<file path="src/rtl/amu_pkg.sv">
package amu_pkg;
  localparam int unsigned AMU_ADDR_W_DEF = 20;
  localparam int unsigned AMU_NCH_DEF    = 2;

  // step between matched start address and pushed value
  function automatic int unsigned amu_step(input logic long_class);
    return long_class ? 2 : 1;
  endfunction
endpackage

</file>
<file path="src/rtl/amu_cfg_regs.sv">
module amu_cfg_regs #(
  parameter int unsigned ADDR_W = 20,
  parameter int unsigned NCH    = 2,
  parameter int unsigned SEL_W  = 2
) (
  input  logic                  clk,
  input  logic                  rst_n,
  input  logic                  wr_en,
  input  logic [SEL_W-1:0]      sel,
  input  logic [ADDR_W-1:0]     wdata,
  output logic [ADDR_W-1:0]     rdata,
  output logic [NCH*ADDR_W-1:0] match_flat,
  output logic [NCH-1:0]        en_mask
);
  logic [ADDR_W-1:0] match_q [NCH];

  for (genvar g = 0; g < NCH; g++) begin : g_match
    always_ff @(posedge clk) begin
      if (!rst_n)
        match_q[g] <= '0;
      else if (wr_en && sel == SEL_W'(g))
        match_q[g] <= wdata;
    end
    assign match_flat[g*ADDR_W +: ADDR_W] = match_q[g];
  end

  always_ff @(posedge clk) begin
    if (!rst_n)
      en_mask <= '0;
    else if (wr_en && sel == SEL_W'(NCH))
      en_mask <= wdata[NCH-1:0];
  end

  always_comb begin
    rdata = '0;
    for (int i = 0; i < NCH; i++)
      if (sel == SEL_W'(i)) rdata = match_q[i];
    if (sel == SEL_W'(NCH)) rdata[NCH-1:0] = en_mask;
  end
endmodule

</file>
<file path="src/rtl/amu_match_chan.sv">
module amu_match_chan #(
  parameter int unsigned ADDR_W = 20
) (
  input  logic [ADDR_W-1:0] ref_addr,
  input  logic              armed,
  input  logic              probe_valid,
  input  logic [ADDR_W-1:0] probe_addr,
  output logic              hit
);
  assign hit = armed && probe_valid && (probe_addr == ref_addr);
endmodule

</file>
<file path="src/rtl/amu_req_ctrl.sv">
module amu_req_ctrl
  import amu_pkg::*;
#(
  parameter int unsigned ADDR_W = 20,
  parameter int unsigned NCH    = 2,
  parameter int unsigned CHAN_W = 1
) (
  input  logic              clk,
  input  logic              rst_n,
  input  logic [NCH-1:0]    hit_vec,
  input  logic              dec_valid,
  input  logic [ADDR_W-1:0] dec_addr,
  input  logic              dec_long,
  input  logic              ack,
  output logic              req,
  output logic [CHAN_W-1:0] chan,
  output logic [ADDR_W-1:0] pc
);
  logic              last_vld;
  logic [ADDR_W-1:0] last_addr;
  logic              fresh;
  logic              fire;
  logic [CHAN_W-1:0] win;

  // lowest index wins
  always_comb begin
    win = '0;
    for (int i = NCH - 1; i >= 0; i--)
      if (hit_vec[i]) win = CHAN_W'(i);
  end

  assign fresh = !(last_vld && last_addr == dec_addr);
  assign fire  = (|hit_vec) && fresh && !req;

  always_ff @(posedge clk) begin
    if (!rst_n) begin
      last_vld  <= 1'b0;
      last_addr <= '0;
    end else if (dec_valid) begin
      last_vld  <= 1'b1;
      last_addr <= dec_addr;
    end
  end

  always_ff @(posedge clk) begin
    if (!rst_n) begin
      req  <= 1'b0;
      chan <= '0;
      pc   <= '0;
    end else if (req) begin
      if (ack) req <= 1'b0;
    end else if (fire) begin
      req  <= 1'b1;
      chan <= win;
      pc   <= dec_addr + ADDR_W'(amu_step(dec_long));
    end
  end
endmodule

</file>
<file path="src/rtl/addr_match_irq.sv">
module addr_match_irq
  import amu_pkg::*;
#(
  parameter int unsigned ADDR_W = AMU_ADDR_W_DEF,
  parameter int unsigned NCH    = AMU_NCH_DEF,
  localparam int unsigned SEL_W  = $clog2(NCH + 2),
  localparam int unsigned CHAN_W = (NCH > 1) ? $clog2(NCH) : 1
) (
  input  logic              clk,
  input  logic              rst_n,
  input  logic              cfg_we,
  input  logic [SEL_W-1:0]  cfg_sel,
  input  logic [ADDR_W-1:0] cfg_wdata,
  output logic [ADDR_W-1:0] cfg_rdata,
  input  logic              dec_valid,
  input  logic [ADDR_W-1:0] dec_addr,
  input  logic              dec_long,
  output logic              irq_req,
  input  logic              irq_ack,
  output logic [CHAN_W-1:0] irq_chan,
  output logic [ADDR_W-1:0] irq_pc
);
  logic [NCH*ADDR_W-1:0] match_flat;
  logic [NCH-1:0]        en_mask;
  logic [NCH-1:0]        hit_vec;

  amu_cfg_regs #(.ADDR_W(ADDR_W), .NCH(NCH), .SEL_W(SEL_W)) u_cfg (
    .clk(clk), .rst_n(rst_n), .wr_en(cfg_we), .sel(cfg_sel),
    .wdata(cfg_wdata), .rdata(cfg_rdata),
    .match_flat(match_flat), .en_mask(en_mask)
  );

  for (genvar g = 0; g < NCH; g++) begin : g_chan
    amu_match_chan #(.ADDR_W(ADDR_W)) u_cmp (
      .ref_addr(match_flat[g*ADDR_W +: ADDR_W]),
      .armed(en_mask[g]),
      .probe_valid(dec_valid),
      .probe_addr(dec_addr),
      .hit(hit_vec[g])
    );
  end

  amu_req_ctrl #(.ADDR_W(ADDR_W), .NCH(NCH), .CHAN_W(CHAN_W)) u_req (
    .clk(clk), .rst_n(rst_n), .hit_vec(hit_vec),
    .dec_valid(dec_valid), .dec_addr(dec_addr), .dec_long(dec_long),
    .ack(irq_ack), .req(irq_req), .chan(irq_chan), .pc(irq_pc)
  );
endmodule

</file>
<file path="config.mk">
export PLATFORM = sky130hd
export DESIGN_NAME = addr_match_irq
export DESIGN_NICKNAME = d
export VERILOG_FILES = /design/src/rtl/amu_pkg.sv /design/src/rtl/amu_cfg_regs.sv /design/src/rtl/amu_match_chan.sv /design/src/rtl/amu_req_ctrl.sv /design/src/rtl/addr_match_irq.sv
export SDC_FILE = /design/constraint.sdc
export NUM_CORES = 1
export LEC_CHECK = 0
export ABC_AREA = 1
export ABC_CLOCK_PERIOD_IN_PS = 3200
export BUFFER_PORTS_ARGS = -buffer_cell sky130_fd_sc_hd__buf_2
export CAP_MARGIN = 20
export CELL_PAD_IN_SITES_DETAIL_PLACEMENT = 0
export CELL_PAD_IN_SITES_GLOBAL_PLACEMENT = 2
export CORE_AREA = 2 2 136 138
export DETAILED_ROUTE_END_ITERATION = 8
export DIE_AREA = 0 0 138 140
export PLACE_DENSITY_LB_ADDON = 0.12
export SYNTH_ARGS = -nofsm -noshare
export SYNTH_HDL_FRONTEND = slang
export SYNTH_SLANG_ARGS = --single-unit
</file>
<file path="constraint.sdc">
create_clock -name clk -period 3.2 [get_ports clk]
set_input_delay 0.8 -clock clk [delete_from_list [all_inputs] [get_ports clk]]
set_output_delay 0.8 -clock clk [all_outputs]
set_load 0.005 [all_outputs]
</file>
==> run metrics, run 1 <==
switching power between 0.7 and 0.8 mW; sequential share of power between 40% and 50%; core footprint 17,800 sq um; Sw Share 28.7%; dpl cells between 900 and 1,000; crit path max fanout 15; fin util 32.7%; Diodes inserted 0; Mapped Nets 750; Routed wire per std cell around 16 um; Place WS 0.501 ns; Clock Latency Late Sink around 0.34 ns; Clock power frac ~38%; synthesis-to-layout area growth 19.0%; total gr overflow 0; # clock sinks 85; initial DRC count between 200 and 250; Post-Route WL ~16 mm; Finished Layout Cells ~1,000; post-synth cell types 34; first-pass GRT wire length approximately 25 mm; FF+latch count, synth between 80 and 90; nets around 830; Final Critical Period roughly 2.7 ns; unrepaired setup endpoints after global routing no; post-synthesis sequential area ratio ~43%; Worst-path clk slew around 0.070 ns; row cnt a little under 50; Power Density between 400 and 500 nW/um^2; gr usage total between 10% and 20%; Avg Inst Size Synth about 7.0 sq um; global placement routability congestion between 0.7 and 0.8; starting density of the core 27.4%; final worst setup slack 0.490 ns; setup tns final 0 ns; Setup Skew roughly 0.0066 ns; Final period util 84.7%; slowest stage cell on the critical path inv_1; CP Launch Type input port; Max-slew headroom 39.1%; CP Data Required Time around 2.4 ns; htree depth 3; CP top delay family buffers and inverters; initial antenna violation count 0; status finished clean; Clock Path Buffers 2; Final Hold Viols 0; post-route ant nets 0; commonest non-fill, non-tap cells in the layout 180 x nand2_1, 118 x nor2_1, 103 x inv_1, 89 x buf_2, 45 x dfxtp_1; mapped cell area 4880 sq um; dpl hpwl around 12 mm; Setup CP Type in2out; Hold Buf Count CTS 0; Pins Over Slew Limit 0; total CTS buffers 9; vias in the first global route ~4,400; largest net degree at the start of global routing 43; Static Leak 2.86 nW; die height 140 um; cells after synthesis between 600 and 700; number of port buffers 89; vias between 4,000 and 5,000; Int Pwr 1.84 mW; I/O Pins 90; CP endpoint kind output port; CTS tree built; Setup Fix Bufs, Post-CTS 0; max_cap viols 0; worst hold path class reg2reg; Buf/Inv on CP 4; clock root cell clkbuf_16; CP Cell Sequence buf_2, inv_1, nor2_1, inv_1, o221ai_1, buf_2; worst-margin pin slew about 0.91 ns; fraction of layout cells with a size suffix above 1 approximately 19%; Worst path max stage delay between 0.4 and 0.5 ns; Vias/cell between 4 and 5; commonest non-fill, non-tap cell in the layout nand2_1; Final Setup Violations 0; Worst EP arrival between 1.5 and 2 ns; chip width 138 um; Post-CTS Resized 0; Max IR drop VDD 0.237 mV; Hold Slack 0.476 ns; DR pass1 iterations 5; combinational share of power between 10% and 20%; highest clock rate around 370 MHz; DIE AREA between 15,000 and 20,000 sq um; number of fill cells between 1,500 and 2,000; Post-route DRC 0; Ys Warns 0
[registers in the layout, summed over array words and instances, names as in the netlist]
register and cells:
u_req.last_addr 20, u_cfg.en_mask 2, u_req.pc 20, u_req.chan 1, u_cfg.match_q 40, u_req.req 1, u_req.last_vld 1
[power groups by stage]
stage	Combinational [mW]	Sequential, mW	Clock [mW]
final	0.369	1.24	0.979
after global routing	0.420	1.24	1.05
after CTS	0.376	1.24	1.01
after detailed placement	0.374	1.26	0
after global placement	0.373	1.26	0
after floorplan	0.223	1.25	0
[cells in the mapped netlist, drive strengths merged]
master  instances  share of area (%)
nor3            8                1.1
nor2          123                9.7
o211ai          3               0.46
xnor2           7                1.3
xor2           15                2.7
nand2         194                 16
edfxtp         40                 25
o22ai           8                1.0
dfxtp          45                 18
fa              1               0.41
o221ai          1               0.18
buf            12                1.7
nand3b          1               0.15
ha              2               0.51
nand3          18                2.1
o21ai          54                5.7
inv           120                9.3
clkbuf         13                1.0
nand4           4               0.51
or2             1               0.13
a31oi           1               0.13
a21oi          28                2.9
[per-stage QoR]
stage / area (sq um) / power (mW)
after global routing: 5810 / 2.72
final: 5810 / 2.58
after floorplan: 4880 / 1.47
after detailed placement: 5540 / 1.64
after CTS: 5810 / 2.62
after global placement: 5540 / 1.63
[worst register-to-register path: stages (launching register included)]
cell      delay [ns]
edfxtp_1        0.39
inv_1           0.14
o21ai_0         0.15
nor2_1          0.12
nand2_1         0.07
nor2_2          0.11
nand3_2         0.16
nand2_4         0.18
nand2_8         0.19
nor2_1          0.18
nor2_1          0.06
[routing by layer]
metal / GRT usage, % / share of wire, %
met2: 26.4 / 45
met5: 0 / 0
met1: 22.4 / 48
met3: 2.94 / 4.0
met4: 7.09 / 2.7
[worst paths after layout]
| kind | start | cells after the start | to | slack (ns) |
|---|---|---|---|---|
| max | cfg_sel[0] | 6 | cfg_rdata[0] | 0.49 |
| min | u_req.chan | 2 | u_req.chan | 0.48 |
| max reg2reg | u_cfg.match_q[0][16] | 10 | u_req.pc[5] | 1.36 |
| min reg2reg | u_req.chan | 2 | u_req.chan | 0.48 |
[cell families (layout without fill, tap and decap cells)]
kind of cell | Yosys count | after routing | synth area share, %
fa+ha+maj | 3 | 3 | 0.923
simple gates | 349 | 349 | 29.7
flops | 85 | 85 | 43.1
compound gates | 95 | 95 | 10.4
buf+inv | 145 | 231 | 12.0
xor+xnor | 22 | 22 | 3.95
[area by class of cell]
| type | instances | area, sq um | share of cell area, % |
|---|---|---|---|
| inverters | 120 | 453 | 7.80 |
| flip-flops and latches | 85 | 2100 | 36.2 |
| clock buffers | 9 | 225 | 3.88 |
| clock inverters | 7 | 42.5 | 0.733 |
| well taps | 229 | 287 | 4.94 |
| repair buffers | 95 | 503 | 8.66 |
| multi-input cells | 469 | 2190 | 37.8 |
No activity file was read; power rests on OpenSTA's default activity.
==> run 2, diff against run 1 <==
--- a/config.mk
+++ b/config.mk
@@ -6,7 +6,7 @@
 export NUM_CORES = 1
 export LEC_CHECK = 0
 export ABC_AREA = 1
-export ABC_CLOCK_PERIOD_IN_PS = 3200
+export ABC_CLOCK_PERIOD_IN_PS = 2200
 export BUFFER_PORTS_ARGS = -buffer_cell sky130_fd_sc_hd__buf_2
 export CAP_MARGIN = 20
 export CELL_PAD_IN_SITES_DETAIL_PLACEMENT = 0
==> constraint.sdc (replaced) <==
create_clock -name clk -period 2.2 [get_ports clk]
set_input_delay 0.55 -clock clk [delete_from_list [all_inputs] [get_ports clk]]
set_output_delay 0.55 -clock clk [all_outputs]
set_load 0.005 [all_outputs]
==> run metrics, run 2 (same netlist as run 1, synthesis figures left out) <==
DR pass1 iterations 4 (-1); Post-route DRC 0 (unchanged); htree depth 3 (unchanged); worst-margin pin slew 0.446 ns (-0.465 ns); Static Leak 2.98 nW (+4.2%); Hold Path Sink u_req.req; max reg flops 40 (unchanged); highest clock rate 471 MHz; synthesis-to-layout area growth 24.0%; Setup Skew 0.00796 ns (+0.00139 ns); row cnt 49 (unchanged); worst hold path class in2reg; vias in the first global route 4,488 (+1.8%); commonest non-fill, non-tap cell in the layout nand2_1; biggest regs u_cfg.match_q (40), u_req.last_addr (20), u_req.pc (20); # clock sinks 85 (unchanged); dpl hpwl 12.4 mm (+0.39%); total gr overflow 0 (unchanged); DIE AREA 19,300 sq um (unchanged); Worst EP arrival 1.57 ns (-0.34 ns); Biggest register u_cfg.match_q; RR Startpoint u_cfg.match_q[1][7]; Diodes inserted 0 (unchanged); crit path max fanout 6 (-9); CP endpoint kind output port; initial DRC count 177 (-14%); Worst R2R End u_req.pc[19]; CP Data Required Time 1.65 ns (-0.75 ns); core footprint 17,800 sq um (unchanged); Total Power 3.94 mW (+53%); I/O Pins 90 (unchanged); largest net degree at the start of global routing 43 (unchanged); Clock Latency Late Sink 0.35 ns (about the same); Clock Path Buffers 2 (unchanged); gr usage total 16.7% (+0.074 points); Max-slew headroom 70.3% (+31 points); vias 4,518 (+0.92%); dpl cells 1,016 (+1.8%); Finished Layout Cells 1,036 (+2.2%); number of port buffers 89 (unchanged); status finished clean; chip width 138 um (unchanged); fraction of layout cells with a size suffix above 1 22.7% (+3.2 points); Final Critical Period ~2.1 ns; CP Launch Type input port; Post-Route WL 15.9 mm (about the same); final instance area 6050 sq um (+4.2%); clock root cell clkbuf_16; CTS tree built; Worst-path clk slew 0.06 ns (about the same); Setup CP Type in2out; HP Start irq_ack; Final Setup Violations 0 (unchanged); max_cap viols 0 (unchanged); Power Density 652 nW/um^2 (+46%); Vias/cell 4.36 (-1.2%); global placement routability congestion 0.820 (+3.3%); worst r2r path cells 11 (+1); initial antenna violation count 0 (unchanged); unrepaired setup endpoints after global routing no; Hold Slack 0.470 ns (-0.00654 ns); Max IR drop VDD 0.371 mV (+56%); die height 140 um (unchanged); number of fill cells 1,990 (+1.8%); Routed wire per std cell 15.4 um (-2.2%); nets 853 (+2.6%); hold path depth 3 (+1); total CTS buffers 9 (unchanged); Final Hold Viols 0 (unchanged); Final period util a little over nine tenths; starting density of the core 27.4% (unchanged); first-pass GRT wire length 25.0 mm (+0.75%); Reg2Reg Setup Slack 0.46 ns (-0.90 ns); area post-placement 5690 sq um (+2.8%); commonest non-fill, non-tap cells in the layout 180 x nand2_1, 116 x nor2_1, 101 x inv_1, 89 x buf_2, 45 x dfxtp_1; Pins Over Slew Limit 0 (unchanged); post-route ant nets 0 (unchanged)
## run 2: changes by cell type in the layout (fill, tap and decap cells not counted), sizes merged
cell / delta
buf: +22
clkinvlp: +3
clkinv: -2
bufinv: +1
inv: -2
## run 2: how the worst max path moves through the flow
stage | from | endpoint | slack, ns | cells after the start
after floorplan | cfg_sel[0] | u_cfg.match_q[1][0] | 0.18 | 4
after global placement | dec_long | u_req.pc[18] | -0.13 | 13
after detailed placement | dec_long | u_req.pc[16] | -0.12 | 12
after CTS | cfg_sel[0] | cfg_rdata[0] | 0.07 | 6
after global routing | cfg_sel[1] | cfg_rdata[0] | 0.02 | 6
final | cfg_sel[1] | cfg_rdata[11] | 0.08 | 6
## run 2: layer usage
| layer | up-vias | global-route usage, % | wire, um |
|---|---|---|---|
| met3 | 21 | 2.74 | 558 |
| met2 | 97 | 27.5 | 7390 |
| met4 | 0 | 6.34 | 354 |
| met5 | - | 0 | 0 |
| met1 | 2037 | 22.2 | 7640 |
| li1 | 2363 | - | - |
## run 2: critical path: stages
cell and delay [ns]:
buf_2 0.13, nor2_2 0.18, clkinvlp_4 0.16, buf_4 0.19, o22ai_1 0.19, buf_2 0.16
## run 2: stage by stage
stage / util [%] / TNS, ns / worst slack [ns]
finish: 34.0 / 0 / 0.0771
global route: 34.0 / 0 / 0.0174
CTS: 33.7 / 0 / 0.0687
detailed placement: 32.0 / -0.417 / -0.117
global placement: 32.0 / -0.409 / -0.131
floorplan: - / 0 / 0.179
## run 2: what timing repair did
action | in CTS | in global routing
setup buffers | 0 | 4
endpoints found under the setup margin | 0 | 14
resized for setup | 0 | 4
hold buffers | 0 | 0
## run 2: power by group
part | total, mW | internal [mW] | switching [mW]
clock | 1.57 | 0.883 | 0.691
sequential | 1.80 | 1.74 | 0.0569
combinational | 0.569 | 0.207 | 0.362
## run 2: cell type report
cell class | count | area [sq um] | area share, %
flip-flops and latches | 85 | 2100 | 34.7
multi-input cells | 469 | 2210 | 36.5
clock buffers | 9 | 225 | 3.72
clock inverters | 7 | 76.3 | 1.26
inverters | 120 | 460 | 7.61
well taps | 229 | 287 | 4.74
repair buffers | 117 | 693 | 11.5
